--- src/rtl/ccf_pkg.sv ---
package ccf_pkg;

  localparam int TAG_W = 4;
  localparam int FLG_W = 4;

  // flag word bit positions
  localparam int FLG_C = 0;
  localparam int FLG_V = 1;
  localparam int FLG_Z = 2;
  localparam int FLG_N = 3;

  typedef enum logic [TAG_W-1:0] {
    CC_RESOLVED = 4'd0,
    CC_LOGIC    = 4'd1,
    CC_ADD      = 4'd2,
    CC_SUB      = 4'd3,
    CC_CMP8     = 4'd4,
    CC_CMP16    = 4'd5,
    CC_ADDX     = 4'd6,
    CC_SUBX     = 4'd7,
    CC_SHIFT    = 4'd8
  } cc_tag_e;

  localparam logic [TAG_W-1:0] CC_LAST_DEFINED = 4'd8;

  // number of compare/arith lanes and their widths
  localparam int N_LANES  = 3;
  localparam int LANE_B   = 0;
  localparam int LANE_H   = 1;
  localparam int LANE_F   = 2;

endpackage

--- src/rtl/ccf_lane.sv ---
// One width slice: sign/zero detection plus carry and overflow recovery
// for both the add and the subtract family, with an optional carry-in.
module ccf_lane #(
  parameter int LW = 32
) (
  input  logic [LW-1:0] res,
  input  logic [LW-1:0] src,
  input  logic          cin,
  output logic          n,
  output logic          z,
  output logic          c_add,
  output logic          v_add,
  output logic          c_sub,
  output logic          v_sub
);

  localparam int MSB = LW - 1;

  logic [LW-1:0] cin_w;
  logic [LW-1:0] opnd_add;   // recovered first operand of an add
  logic [LW-1:0] minuend;    // recovered minuend of a subtract
  logic [LW-1:0] v_add_vec;
  logic [LW-1:0] v_sub_vec;

  always_comb begin
    cin_w     = {{(LW-1){1'b0}}, cin};
    opnd_add  = res - src - cin_w;
    minuend   = res + src + cin_w;

    z         = (res == '0);
    n         = res[MSB];

    c_add     = cin ? (res <= src) : (res < src);
    v_add_vec = (src ^ res) & ~(opnd_add ^ src);
    v_add     = v_add_vec[MSB];

    c_sub     = cin ? (minuend <= src) : (minuend < src);
    v_sub_vec = (minuend ^ res) & (minuend ^ src);
    v_sub     = v_sub_vec[MSB];
  end

endmodule

--- src/rtl/ccf_flag_eval.sv ---
// Combinational evaluation of a deferred record into a flag word.
module ccf_flag_eval
  import ccf_pkg::*;
#(
  parameter int DW = 32
) (
  input  logic [TAG_W-1:0] tag,
  input  logic [DW-1:0]    res,
  input  logic [DW-1:0]    src,
  output logic [FLG_W-1:0] flags,
  output logic             bad_tag
);

  logic [N_LANES-1:0] l_n, l_z, l_ca, l_va, l_cs, l_vs;
  logic               ext_kind;

  assign ext_kind = (tag == CC_ADDX) || (tag == CC_SUBX);

  for (genvar g = 0; g < N_LANES; g++) begin : g_lane
    localparam int LW = (g == LANE_B) ? 8 : (g == LANE_H) ? 16 : DW;
    logic lane_cin;
    if (g == LANE_F) begin : g_cin_full
      assign lane_cin = ext_kind;
    end else begin : g_cin_zero
      assign lane_cin = 1'b0;
    end
    ccf_lane #(.LW(LW)) u_lane (
      .res   (res[LW-1:0]),
      .src   (src[LW-1:0]),
      .cin   (lane_cin),
      .n     (l_n[g]),
      .z     (l_z[g]),
      .c_add (l_ca[g]),
      .v_add (l_va[g]),
      .c_sub (l_cs[g]),
      .v_sub (l_vs[g])
    );
  end

  function automatic logic [FLG_W-1:0] pack(input logic fn, input logic fz,
                                            input logic fv, input logic fc);
    logic [FLG_W-1:0] w;
    w        = '0;
    w[FLG_N] = fn;
    w[FLG_Z] = fz;
    w[FLG_V] = fv;
    w[FLG_C] = fc;
    return w;
  endfunction

  always_comb begin
    bad_tag = 1'b0;
    flags   = '0;
    case (tag)
      CC_RESOLVED: flags = res[FLG_W-1:0];
      CC_LOGIC:    flags = pack(l_n[LANE_F], l_z[LANE_F], 1'b0, 1'b0);
      CC_ADD,
      CC_ADDX:     flags = pack(l_n[LANE_F], l_z[LANE_F], l_va[LANE_F], l_ca[LANE_F]);
      CC_SUB,
      CC_SUBX:     flags = pack(l_n[LANE_F], l_z[LANE_F], l_vs[LANE_F], l_cs[LANE_F]);
      CC_CMP8:     flags = pack(l_n[LANE_B], l_z[LANE_B], l_vs[LANE_B], l_cs[LANE_B]);
      CC_CMP16:    flags = pack(l_n[LANE_H], l_z[LANE_H], l_vs[LANE_H], l_cs[LANE_H]);
      CC_SHIFT:    flags = pack(l_n[LANE_F], l_z[LANE_F], 1'b0, |src);
      default:     bad_tag = 1'b1;
    endcase
  end

endmodule

--- src/rtl/ccf_ext_arith.sv ---
// Multi-word extend step: a +/- b +/- X, new X, and the record kind it implies.
module ccf_ext_arith
  import ccf_pkg::*;
#(
  parameter int DW = 32
) (
  input  logic [DW-1:0]    a,
  input  logic [DW-1:0]    b,
  input  logic             sub_op,
  input  logic             x_in,
  output logic [DW-1:0]    res,
  output logic             x_out,
  output logic [TAG_W-1:0] tag
);

  logic [DW:0] sum_w;
  logic [DW:0] dif_w;
  logic [DW:0] x_w;

  always_comb begin
    x_w   = {{DW{1'b0}}, x_in};
    sum_w = {1'b0, a} + {1'b0, b} + x_w;
    dif_w = {1'b0, a} - {1'b0, b} - x_w;
    if (sub_op) begin
      res   = dif_w[DW-1:0];
      x_out = dif_w[DW];
      tag   = x_in ? CC_SUBX : CC_SUB;
    end else begin
      res   = sum_w[DW-1:0];
      x_out = sum_w[DW];
      tag   = x_in ? CC_ADDX : CC_ADD;
    end
  end

endmodule

--- src/rtl/ccf_flag_unit.sv ---
module ccf_flag_unit
  import ccf_pkg::*;
#(
  parameter int DW = 32
) (
  input  logic             clk,
  input  logic             rst,
  input  logic             ld_valid,
  input  logic [TAG_W-1:0] ld_tag,
  input  logic [DW-1:0]    ld_result,
  input  logic [DW-1:0]    ld_src,
  input  logic             flush,
  input  logic             ext_valid,
  input  logic             ext_sub,
  input  logic [DW-1:0]    ext_a,
  input  logic [DW-1:0]    ext_b,
  output logic [FLG_W-1:0] flags_o,
  output logic             x_o,
  output logic             err_o,
  output logic [DW-1:0]    ext_res_o
);

  localparam int PAD_W = DW - FLG_W;

  // stored deferred record
  logic [TAG_W-1:0] tag_q;
  logic [DW-1:0]    res_q;
  logic [DW-1:0]    src_q;
  logic [FLG_W-1:0] flags_q;
  logic             x_q;
  logic             err_q;
  logic [DW-1:0]    ext_res_q;

  // flush path
  logic [FLG_W-1:0] fl_flags;
  logic             fl_bad;

  // extend path
  logic [DW-1:0]    ex_res;
  logic             ex_x;
  logic [TAG_W-1:0] ex_tag;
  logic [FLG_W-1:0] ex_flags_raw;
  logic [FLG_W-1:0] ex_flags;
  logic             ex_bad;

  ccf_flag_eval #(.DW(DW)) u_eval_flush (
    .tag     (tag_q),
    .res     (res_q),
    .src     (src_q),
    .flags   (fl_flags),
    .bad_tag (fl_bad)
  );

  ccf_ext_arith #(.DW(DW)) u_ext (
    .a      (ext_a),
    .b      (ext_b),
    .sub_op (ext_sub),
    .x_in   (x_q),
    .res    (ex_res),
    .x_out  (ex_x),
    .tag    (ex_tag)
  );

  ccf_flag_eval #(.DW(DW)) u_eval_ext (
    .tag     (ex_tag),
    .res     (ex_res),
    .src     (ext_b),
    .flags   (ex_flags_raw),
    .bad_tag (ex_bad)
  );

  // sticky zero across a chain of extend steps
  always_comb begin
    ex_flags        = ex_flags_raw;
    ex_flags[FLG_Z] = ex_flags_raw[FLG_Z] & flags_q[FLG_Z];
  end

  always_ff @(posedge clk) begin
    if (rst) begin
      tag_q     <= CC_RESOLVED;
      res_q     <= '0;
      src_q     <= '0;
      flags_q   <= '0;
      x_q       <= 1'b0;
      err_q     <= 1'b0;
      ext_res_q <= '0;
    end else begin
      err_q <= 1'b0;
      if (ext_valid) begin
        ext_res_q <= ex_res;
        x_q       <= ex_x;
        flags_q   <= ex_flags;
        tag_q     <= CC_RESOLVED;
        res_q     <= {{PAD_W{1'b0}}, ex_flags};
        src_q     <= ext_b;
      end else if (ld_valid) begin
        tag_q <= ld_tag;
        res_q <= ld_result;
        src_q <= ld_src;
      end else if (flush) begin
        if (fl_bad) begin
          err_q <= 1'b1;
        end else begin
          flags_q <= fl_flags;
          tag_q   <= CC_RESOLVED;
          res_q   <= {{PAD_W{1'b0}}, fl_flags};
        end
      end
    end
  end

  assign flags_o   = flags_q;
  assign x_o       = x_q;
  assign err_o     = err_q;
  assign ext_res_o = ext_res_q;

  logic unused_ok;
  assign unused_ok = ex_bad;

endmodule

--- config.mk ---
export PLATFORM = sky130hd
export DESIGN_NAME = ccf_flag_unit
export DESIGN_NICKNAME = d
export VERILOG_FILES = /design/src/rtl/ccf_pkg.sv /design/src/rtl/ccf_lane.sv /design/src/rtl/ccf_flag_eval.sv /design/src/rtl/ccf_ext_arith.sv /design/src/rtl/ccf_flag_unit.sv
export SDC_FILE = /design/constraint.sdc
export NUM_CORES = 1
export LEC_CHECK = 0
export BUFFER_PORTS_ARGS = -buffer_cell sky130_fd_sc_hd__buf_4
export CAP_MARGIN = 15
export CORE_UTILIZATION = 45
export DETAILED_ROUTE_END_ITERATION = 16
export PLACE_DENSITY = 0.63
export SYNTH_ARGS = -nofsm -noshare
export SYNTH_HDL_FRONTEND = slang
export SYNTH_SLANG_ARGS = --single-unit
--- constraint.sdc ---
create_clock -name clk -period 7.2 [get_ports clk]
set_input_delay 1.44 -clock clk [delete_from_list [all_inputs] [get_ports clk]]
set_output_delay 1.44 -clock clk [all_outputs]
set_load 0.01 [all_outputs]
=== After elaboration in Yosys (flattened, before gate mapping) ===
Index checks and enable logic that the tools add are counted.

* Flip-flop bits (word level): 106
* Bits of input ports: 138
* Output and inout port bits: 38
* Word-level logic and storage cells: 135

* Add/subtract/negate cells: 16
* Magnitude comparators: 12
* Equality and inequality tests: 17
* Muxes and demuxes: 25
* Bitwise operators: 28
* Reductions and logical operators: 29

{| class="wikitable"
|+ Operator list
! operator !! number
|-
| 32-bit bitwise XOR || 8
|-
| 32-bit 2-to-1 mux || 6
|-
| 32-bit AND || 4
|-
| 32-bit less-or-equal comparator || 4
|-
| 32-bit less-than comparator || 4
|-
| 32-bit by 1-bit adder with 32-bit output || 2
|-
| 32-bit adder || 2
|-
| 32-bit zero test || 2
|-
| 32-bit inverter || 2
|-
| 32-bit OR reduction || 2
|-
| 32-bit by 1-bit subtractor with 32-bit output || 2
|-
| 32-bit subtractor || 2
|-
| 16-bit bitwise XOR || 4
|-
| 4-bit one-hot mux with 7 select lines || 2
|-
| 4-bit 2-to-1 mux || 9
|-
| 32-bit by 32-bit adder with 33-bit output || 1
|-
| 33-bit by 1-bit adder with 33-bit output || 1
|-
| 32-bit by 32-bit subtractor with 33-bit output || 1
|-
| 33-bit by 1-bit subtractor with 33-bit output || 1
|-
| 16-bit adder || 2
|-
| 16-bit AND || 2
|-
| 4-bit by 3-bit equality test with 1-bit output, second input constant || 8
|-
| 16-bit zero test || 2
|-
| 16-bit less-than comparator || 2
|-
| 22 further kinds || 52
|}

=== Depth between registers and ports, before layout ===
Gate-level depths: netlist of the first run.

* Depth after elaboration: 11
* Mapped depth: 37
* Depth with buffers taken out: 34

=== Cells and area by module ===
From an unflattened synthesis of the first run, not the netlist that was laid out.

* Cells, all modules: 3292
* Area total of the unflattened synthesis: 24947.7 µm²

{| class="wikitable"
|+ Modules (own cells, without submodules)
! module !! instances !! cells each !! area each (µm²) !! sequential area each (µm²)
|-
| ccf_lane at u_eval_ext.g_lane[2].u_lane || 1 || 656 || 4742.0 || 0.0
|-
| ccf_lane at u_eval_flush.g_lane[2].u_lane || 1 || 645 || 4657.0 || 0.0
|-
| ccf_ext_arith || 1 || 628 || 4337.9 || 0.0
|-
| ccf_flag_unit || 1 || 439 || 4212.8 || 2122.0
|-
| ccf_lane at u_eval_ext.g_lane[1].u_lane || 1 || 280 || 2222.1 || 0.0
|-
| ccf_lane at u_eval_flush.g_lane[1].u_lane || 1 || 279 || 2113.3 || 0.0
|-
| ccf_lane at u_eval_ext.g_lane[0].u_lane || 1 || 139 || 1037.2 || 0.0
|-
| ccf_lane at u_eval_flush.g_lane[0].u_lane || 1 || 136 || 1034.7 || 0.0
|-
| ccf_flag_eval || 2 || 45 || 295.3 || 0.0
|}

=== Worst setup path after synthesis of the first run ===
Ideal clock, no wire load.

* Path type: input port to flip-flop
* Start point: in ext_a[6]
* End point: reg res_q[0]
* Setup time: 59 ps
* Arrival: 7400 ps
* Data required time: 7141 ps
* Setup slack: -260 ps
* Cell stages on the path: 31
* Path buffers: 0
* Cell sequence: inv_1 -> ha_1 -> inv_1 -> ha_1 -> a21oi_1 -> o21ai_0 -> a31oi_1 -> o221ai_1 -> xor2_1 -> a221oi_1 -> inv_1 -> ha_1 -> a2111oi_0 -> o31ai_1 -> a31oi_1 -> a41o_1 -> a21oi_1 -> o311ai_0 -> a31oi_1 -> xnor2_1 -> ha_1 -> nand2_1 -> or3_1 -> nor3_1 -> nand3_1 -> nor4_1 -> o21ai_0 -> o31ai_1 -> nand2_1 -> o22ai_1 -> o311a_1

* Word-level cells in the longest chain between the ends: 9
* Elaborated cells between the ends (all ways): 19
* Those cells by class: add/sub: 8; order compare: 6; mux: 5

{| class="wikitable"
|+ Ends and longest elaborated chain
! what !! RTL line !! source
|-
| start, declared || ccf_flag_unit.sv:15 || <nowiki>input logic [DW-1:0] ext_a,</nowiki>
|-
| 32-bit by 32-bit adder with 33-bit output or 32-bit by 32-bit subtractor with 33-bit output (tied branches) || ccf_ext_arith.sv:22, ccf_ext_arith.sv:23 ||
|-
| 33-bit by 1-bit adder with 33-bit output or 33-bit by 1-bit subtractor with 33-bit output (tied branches) || ccf_ext_arith.sv:22, ccf_ext_arith.sv:23 ||
|-
| 32-bit 2-to-1 mux (*) || ccf_ext_arith.sv:24 || <nowiki>if (sub_op) begin</nowiki>
|-
| net ex_res[11] || ccf_flag_unit.sv:39 || <nowiki>logic [DW-1:0] ex_res;</nowiki>
|-
| 32-bit adder || ccf_lane.sv:28 || <nowiki>minuend = res + src + cin_w;</nowiki>
|-
| 32-bit by 1-bit adder with 32-bit output || ccf_lane.sv:28 ||
|-
| 32-bit less-than comparator or 32-bit less-or-equal comparator (tied branches) || ccf_lane.sv:37 || <nowiki>c_sub = cin ? (minuend <= src) : (minuend < src);</nowiki>
|-
| 1-bit 2-to-1 mux || ccf_lane.sv:37 ||
|-
| 4-bit one-hot mux with 7 select lines (*) || ccf_flag_eval.sv:54 || <nowiki>case (tag)</nowiki>
|-
| 4-bit 2-to-1 mux (*) || ccf_flag_unit.sv:89 || <nowiki>if (ext_valid) begin</nowiki>
|-
| end signal, assigned || ccf_flag_unit.sv:94 || <nowiki>res_q <= {{PAD_W{1'b0}}, ex_flags};</nowiki>
|-
| end signal, assigned || ccf_flag_unit.sv:98 || <nowiki>res_q <= ld_result;</nowiki>
|-
| end signal, assigned || ccf_flag_unit.sv:106 || <nowiki>res_q <= {{PAD_W{1'b0}}, fl_flags};</nowiki>
|-
| end, declared || ccf_flag_unit.sv:27 || <nowiki>logic [DW-1:0] res_q;</nowiki>
|}

The timed path passes the listed nets; every way through them passes the cells marked *.
A chain may end at the register's enable or synchronous reset.

=== Worst setup path after layout of the first run ===
* Start point: in ext_b[0]
* End point: reg res_q[0]

* Word-level cells in the longest chain between the ends: 9
* Elaborated cells between the ends (all ways): 20
* Those cells by class: add/sub: 8; order compare: 6; mux: 5; reduce/logical: 1

{| class="wikitable"
|+ Ends and longest elaborated chain
! what !! RTL line !! source
|-
| start, declared || ccf_flag_unit.sv:16 || <nowiki>input logic [DW-1:0] ext_b,</nowiki>
|-
| 32-bit by 32-bit adder with 33-bit output or 32-bit by 32-bit subtractor with 33-bit output (tied branches) || ccf_ext_arith.sv:22, ccf_ext_arith.sv:23 ||
|-
| 33-bit by 1-bit adder with 33-bit output or 33-bit by 1-bit subtractor with 33-bit output (tied branches) || ccf_ext_arith.sv:22, ccf_ext_arith.sv:23 ||
|-
| 32-bit 2-to-1 mux (*) || ccf_ext_arith.sv:24 ||
|-
| net ex_res[6] || ccf_flag_unit.sv:39 ||
|-
| 32-bit adder || ccf_lane.sv:28 ||
|-
| 32-bit by 1-bit adder with 32-bit output || ccf_lane.sv:28 ||
|-
| 32-bit less-than comparator or 32-bit less-or-equal comparator (tied branches) || ccf_lane.sv:37 ||
|-
| 1-bit 2-to-1 mux || ccf_lane.sv:37 ||
|-
| 4-bit one-hot mux with 7 select lines (*) || ccf_flag_eval.sv:54 ||
|-
| 4-bit 2-to-1 mux (*) || ccf_flag_unit.sv:89 ||
|}

Marks and branches as above.

==> results of run 1 <==
## registers in the layout (all words and copies together), names as in the netlist
signal     count
res_q         32
ext_res_o     32
flags_o        4
err_o          1
x_o            1
src_q         32
tag_q          4
## kinds of logic (layout without fill, tap and decap cells)
group           Yosys count  after routing  share of synthesized area, %
xor+xnor                127            127                         6.110
mux                      39             39                         2.172
compound gates          667            667                         25.13
buf+inv                 434            955                         9.120
fa+ha+maj               426            426                         29.69
simple gates            590            590                         16.13
flops                   106            106                         11.66
## final cells by class
class,instances,area [sq um]
clock buffer,9,225.2
timing repair buffer,580,4377
tap,525,656.9
fill,3680,15830
multi-input combinational,1849,15200
sequential,106,2122
clock inverter,6,60.06
inverter,360,1351
## power groups by stage
stage,logic (mW),registers [mW],clock network [mW]
after CTS,3.08,0.697,0.545
after floorplan,1.75,0.695,0
after global routing,3.56,0.704,0.560
final,3.24,0.699,0.534
after global placement,2.93,0.711,0
after detailed placement,2.99,0.711,0
## cell usage after synthesis (12+ instances only)
library cell | count | area [sq um]
ha_1 | 416 | 5205
inv_1 | 354 | 1329
nor2_1 | 225 | 844.6
a21oi_1 | 165 | 825.8
xnor2_1 | 119 | 1042
dfxtp_1 | 106 | 2122
a211oi_1 | 93 | 698.2
nand2_1 | 77 | 289.0
o21ai_0 | 74 | 370.4
a21o_1 | 71 | 533.0
clkbuf_1 | 51 | 191.4
nand4_1 | 50 | 312.8
nand3_1 | 44 | 220.2
nor4_1 | 39 | 244.0
o21bai_1 | 39 | 292.8
nor3_1 | 36 | 180.2
mux2i_1 | 35 | 350.3
a22oi_1 | 33 | 247.7
nand2b_1 | 32 | 200.2
a31oi_1 | 22 | 137.6
nor2b_1 | 22 | 137.6
o31ai_1 | 22 | 165.2
o21a_1 | 20 | 150.1
o211ai_1 | 17 | 127.6
buf_2 | 12 | 60.06
## worst paths after layout
path                                 endpoint  cells after the start
worst max-delay path                 res_q[0]                     32
worst min-delay path            ext_res_o[31]                      2
worst max register to register       res_q[0]                     38
worst min register to register  ext_res_o[31]                      2
## metal layers
| layer | wire length (microns) | vias to the layer above | global-route usage, % |
|---|---|---|---|
| met5 | 0 | - | 0 |
| met4 | 2350 | 0 | 12.33 |
| met3 | 2478 | 90 | 2.189 |
| met2 | 30270 | 445 | 51.99 |
| met1 | 29850 | 8937 | 40.89 |
| li1 | - | 9496 | - |
## per-stage QoR
stage / setup TNS (ps) / worst slack [ps] / power, mW / cell area [sq um]
CTS: 0 / 0.2744 / 4.325 / 23430
global placement: -1345 / -686.6 / 3.638 / 22850
detailed placement: -1753 / -890.4 / 3.697 / 22850
finish: 0 / 34.50 / 4.478 / 24000
global route: -648.5 / -337.3 / 4.826 / 24000
floorplan: 0 / 15.40 / 2.447 / 18380
## what timing repair did
item                                    4_1_cts  5_1_grt
setup buffers                                13       18
pin swaps                                    24       40
hold endpoints to repair                      0        0
endpoints found under the setup margin        2        2
resized for setup                            43       84
gates cloned                                  0        0
## tightest hold or removal path: cells and delay by family (launching register included)
family	cells	cell delay, ps
and+or+nand+nor	1	60
AOI/OAI and AO/OA	1	60
DFF	1	320
## cells in the final DEF, fill, tap and decap left out, types with 9 or more instances in the layout
cell type	n
a211o_1	10
a211oi_1	89
a21o_1	71
a21oi_1	150
a21oi_2	13
a221oi_1	9
a22oi_1	33
a31oi_1	17
buf_4	575
clkbuf_16	9
dfxtp_1	106
ha_1	390
ha_4	24
inv_1	344
inv_2	12
mux2i_1	34
nand2_1	74
nand2b_1	31
nand3_1	41
nand4_1	50
nor2_1	215
nor2b_1	21
nor3_1	34
nor4_1	37
o211ai_1	17
o21a_1	20
o21ai_0	62
o21ai_1	11
o21bai_1	36
o31ai_1	19
xnor2_1	118
==> flow_metrics.env, run 1 <==
export IMPL_clockBufferDepth=2
export IMPL_final_antenna_net_count=0
export IMPL_num_vias=18970
export IMPL_drt_initial_drc_count=1137
export IMPL_startpoint="ext_b[0]"
export IMPL_fp_dieH_microns=203.1
export IMPL_power_leakage_nw=11.72
export IMPL_drc=0
export IMPL_ios=176
export IMPL_hpwl_microns=54750
export IMPL_cp_required_ps=7480
export IMPL_insertion_delay_ps=390
export IMPL_synth_seq_area_share_pct=11.66
export IMPL_rsz0062_at_grt="true"
export IMPL_holdBufCountCts=0
export IMPL_routed_wl_microns=64950
export IMPL_detail_route_vias_per_cell=5.522
export IMPL_dpl_cell_count=3389
export IMPL_pwr_share_comb_pct=72.5
export IMPL_report_final_hold_viol_count=0
export IMPL_r2r_start="x_o"
export IMPL_avgSynthCellArea_sq_um=7.621
export IMPL_final_core_util_pct=60.26
export IMPL_worstPathArrival_ps=7450
export IMPL_syn_nets=2953
export IMPL_synth_area_sq_mm=0.01821
export IMPL_outcome="completed"
export IMPL_cp_start_kind="primary input"
export IMPL_htree_num_levels=3
export IMPL_rrSetupSlack_ps=570
export IMPL_hold_ws_ps=481.9
export IMPL_tightest_slew_ps=1062
export IMPL_initial_core_util_pct=45.72
export IMPL_die_w_microns=203.1
export IMPL_core_sq_mm=0.03982
export IMPL_crit_top_cell="buf_4"
export IMPL_maxSlewViolCount=0
export IMPL_hp_start="ext_res_o[31]"
export IMPL_place_gp_congestion=0.9566
export IMPL_die_area_sq_mm=0.04127
export IMPL_crit_buf_inv=5
export IMPL_period_needed_ps=7166
export IMPL_grt_pass1_vias=18760
export IMPL_relSlewSlack_pct=29.23
export IMPL_internal_power_mw=2.466
export IMPL_cts_buffers=9
export IMPL_end_kind="register"
export IMPL_p_seq_share_pct=15.6
export IMPL_async_reset_ff_share_pct=0
export IMPL_p_sw_share_pct=44.93
export IMPL_synth_ff_type="dfxtp_1"
export IMPL_clkSinkCount=106
export IMPL_grt_pass1_wl_microns=100200
export IMPL_row_count=73
export IMPL_worstHoldPathType="register to register"
export IMPL_fin_skew_ps=8.842
export IMPL_worstPathMaxFanout=3
export IMPL_synth_cells=2389
export IMPL_yosysWarningCount=0
export IMPL_synth_distinct_cells=93
export IMPL_final_period_utilization_pct=99.52
export IMPL_gr_total_overflow=0
export IMPL_antennaDiodeCount=0
export IMPL_tritoncts="done"
export IMPL_switchingPower_mw=2.012
export IMPL_grt_start_max_net_pins=105
export IMPL_drive_gt1_share_pct=25.81
export IMPL_clock_root_buffer="clkbuf_16"
export IMPL_grt_use_total_pct=30.89
export IMPL_dr_pass1_iters=7
export IMPL_fmax_mhz=139.6
export IMPL_setup_viol=0
export IMPL_clockPowerShare_pct=11.9
export IMPL_ys_ff_latch=106
export IMPL_finalNonFillerCells=3435
export IMPL_crit_family="compound AO/OA/AOI/OAI gates"
export IMPL_area_delta_synth_final_pct=31.81
export IMPL_ir_drop_mv=0.1290
export IMPL_cp_slowest_cell="fa_2"
export IMPL_p_per_area_mw_per_mm2=186.6
export IMPL_cpPeakStageDelay_ps=420
export IMPL_wl_per_cell_microns=18.91
export IMPL_nets=3470
export IMPL_clk_pin_slew_ps=90
export IMPL_crit_type="primary input to register"
export IMPL_antenna_found_initial=0
export IMPL_maxCapViolations=0
export IMPL_synth_edff_count=0
export IMPL_numPortBuffers=175
No activity file was read; power rests on OpenSTA's default activity.
==> run 2: changes to the inputs <==
--- a/config.mk
+++ b/config.mk
@@ -7,9 +7,11 @@
 export LEC_CHECK = 0
 export BUFFER_PORTS_ARGS = -buffer_cell sky130_fd_sc_hd__buf_4
 export CAP_MARGIN = 15
+export CORE_ASPECT_RATIO = 1.5
 export CORE_UTILIZATION = 45
 export DETAILED_ROUTE_END_ITERATION = 16
-export PLACE_DENSITY = 0.63
+export PLACE_DENSITY = 0.62
 export SYNTH_ARGS = -nofsm -noshare
 export SYNTH_HDL_FRONTEND = slang
+export SYNTH_HIERARCHICAL = 1
 export SYNTH_SLANG_ARGS = --single-unit
==> run 2 against run 1 <==
Effect of this change: the flow now finishes with violations (setup timing); sequential power is essentially flat; global-route usage up 2.4 points; synthesized area increased by 25%; worst setup slack got worse by 350 ps; synthesized cell count increased by 25%; critical path depth rose by 3; critical path type unchanged; largest cell class unchanged.
==> flow_metrics.env, run 2 <==
export IMPL_avgSynthCellArea_sq_um=7.609
export IMPL_seqCellArea_sq_mm=0.002122
export IMPL_clock_root_buffer="clkbuf_16"
export IMPL_grt_start_max_net_pins=72
export IMPL_cp_required_ps=7510
export IMPL_routed_wl_microns=86250
export IMPL_antenna_found_initial=0
export IMPL_num_vias=23730
export IMPL_grt_use_total_pct=33.33
export IMPL_die_area_sq_mm=0.05146
export IMPL_die_w_microns=185.6
export IMPL_antennaDiodeCount=0
export IMPL_final_antenna_net_count=0
export IMPL_r2r_end="res_q[0]"
export IMPL_hpwl_microns=71460
export IMPL_cpPeakStageDelay_ps=580
export IMPL_p_per_area_mw_per_mm2=188.2
export IMPL_switchingPower_mw=2.619
export IMPL_fin_skew_ps=22.96
export IMPL_p_sw_share_pct=48.13
export IMPL_htree_num_levels=3
export IMPL_row_count=100
export IMPL_outcome="finished with violations"
export IMPL_report_final_hold_viol_count=0
export IMPL_initial_core_util_pct=45.67
export IMPL_synth_area_sq_mm=0.02274
export IMPL_clockBufferDepth=2
export IMPL_stdcell_area_sq_mm=0.02891
export IMPL_yosysWarningCount=6
export IMPL_internal_power_mw=2.822
export IMPL_fillCellCount=4746
export IMPL_fin_ws_ps=-315.1
export IMPL_worstPathArrival_ps=7820
export IMPL_multiInputGateArea_sq_mm=0.01903
export IMPL_whs_endpoint="flags_o[3]"
export IMPL_maxCapViolations=0
export IMPL_fmax_mhz=133.1
export IMPL_hp_start="flags_o[3]"
export IMPL_ir_drop_mv=0.1569
export IMPL_crit_buf_inv=6
export IMPL_drc=0
export IMPL_dpl_cell_count=4184
export IMPL_cp_start_kind="primary input"
export IMPL_fp_dieH_microns=277.3
export IMPL_cts_buffers=9
export IMPL_ios=176
export IMPL_crit_family="compound AO/OA/AOI/OAI gates"
export IMPL_drive_gt1_share_pct=24.27
export IMPL_wl_per_cell_microns=20.42
export IMPL_final_core_util_pct=58.06
export IMPL_grt_pass1_wl_microns=131500
export IMPL_tightest_slew_ps=1231
export IMPL_ff2ff_path_depth=34
export IMPL_core_sq_mm=0.04980
export IMPL_insertion_delay_ps=420
export IMPL_worstPathMaxFanout=9
export IMPL_final_period_utilization_pct=104.4
export IMPL_tritoncts="done"
export IMPL_period_needed_ps=7515
export IMPL_dr_pass1_iters=6
export IMPL_rsz0062_at_grt="true"
export IMPL_cp_slowest_cell="fa_1"
export IMPL_grt_pass1_vias=24430
export IMPL_clkSinkCount=106
export IMPL_gr_total_overflow=0
export IMPL_final_cell_mix="buf_4 (620), ha_1 (516), inv_1 (457)"
export IMPL_nets=4240
export IMPL_power_leakage_nw=14.44
export IMPL_startpoint="ext_b[0]"
export IMPL_pwr_share_comb_pct=77.3
export IMPL_violations="setup timing"
export IMPL_rrSetupSlack_ps=390
export IMPL_setup_viol=4
export IMPL_postPlaceCellArea_sq_mm=0.02793
export IMPL_numPortBuffers=175
export IMPL_layout_commonest_cell="buf_4"
export IMPL_p_seq_share_pct=12.9
export IMPL_whs_path_depth=2
export IMPL_r2r_start="x_o"
export IMPL_clk_pin_slew_ps=70
export IMPL_crit_type="primary input to register"
export IMPL_worstHoldPathType="register to register"
export IMPL_area_delta_synth_final_pct=27.13
export IMPL_detail_route_vias_per_cell=5.619
export IMPL_holdBufCountCts=0
export IMPL_finalNonFillerCells=4223
export IMPL_maxSlewViolCount=0
export IMPL_drt_initial_drc_count=1154
export IMPL_synth_cells=2989
export IMPL_place_gp_congestion=1.013
export IMPL_relSlewSlack_pct=17.20
export IMPL_setup_tns_ps=-1138
export IMPL_p_total_mw=5.441
export IMPL_end_kind="register"
export IMPL_clockPowerShare_pct=9.8
-- run 2: per-stage QoR --
stage	worst slack, ps	hold WS [ps]
after floorplan	15.96	440.2
after global placement	-931.4	476.9
after detailed placement	-1012	480.6
after CTS	-321.8	491.4
after global routing	-612.3	526.5
final	-315.1	497.5
-- run 2: how the worst max path moves through the flow --
stage                 end  cells after the start
3_3_place_gp   flags_o[0]                     34
4_1_cts        flags_o[0]                     37
2_1_floorplan  flags_o[0]                     33
3_5_place_dp   flags_o[0]                     34
5_1_grt        flags_o[0]                     34
6_report       flags_o[0]                     35
-- run 2: power by group through the flow --
stage                     combinational, mW  clock (mW)  sequential [mW]
after floorplan                        2.37           0            0.701
after global placement                 3.89           0            0.713
after detailed placement               3.97           0            0.714
after CTS                              4.06       0.545            0.701
after global routing                   4.58       0.569            0.708
final                                  4.21       0.534            0.701
-- run 2: area by class of cell --
type,instances,share of cell area [%]
clock buffer,10,0.7919
clock inverter,6,0.1904
inverter,485,6.305
multi-input combinational,2321,65.81
sequential,106,7.339
tap,663,2.869
timing repair buffer,632,16.69
-- run 2: layer usage --
metal	GRT usage [%]	share of wire [%]
met4	23.31	7.6
met5	0	0
met3	3.111	3.6
met1	34.95	38
met2	61.35	51
-- run 2: repair_timing --
action | CTS | global route
resized for setup | 50 | 61
buffers inserted | 14 | 8
pin swaps | 31 | 57
gates cloned | 0 | 0
endpoints found under the setup margin | 4 | 4
-- run 2: tightest hold or removal path, cell delays in order, from the launching register on --
cell      delay, ps
dfxtp_1         330
nand2_1          60
a221oi_1         60
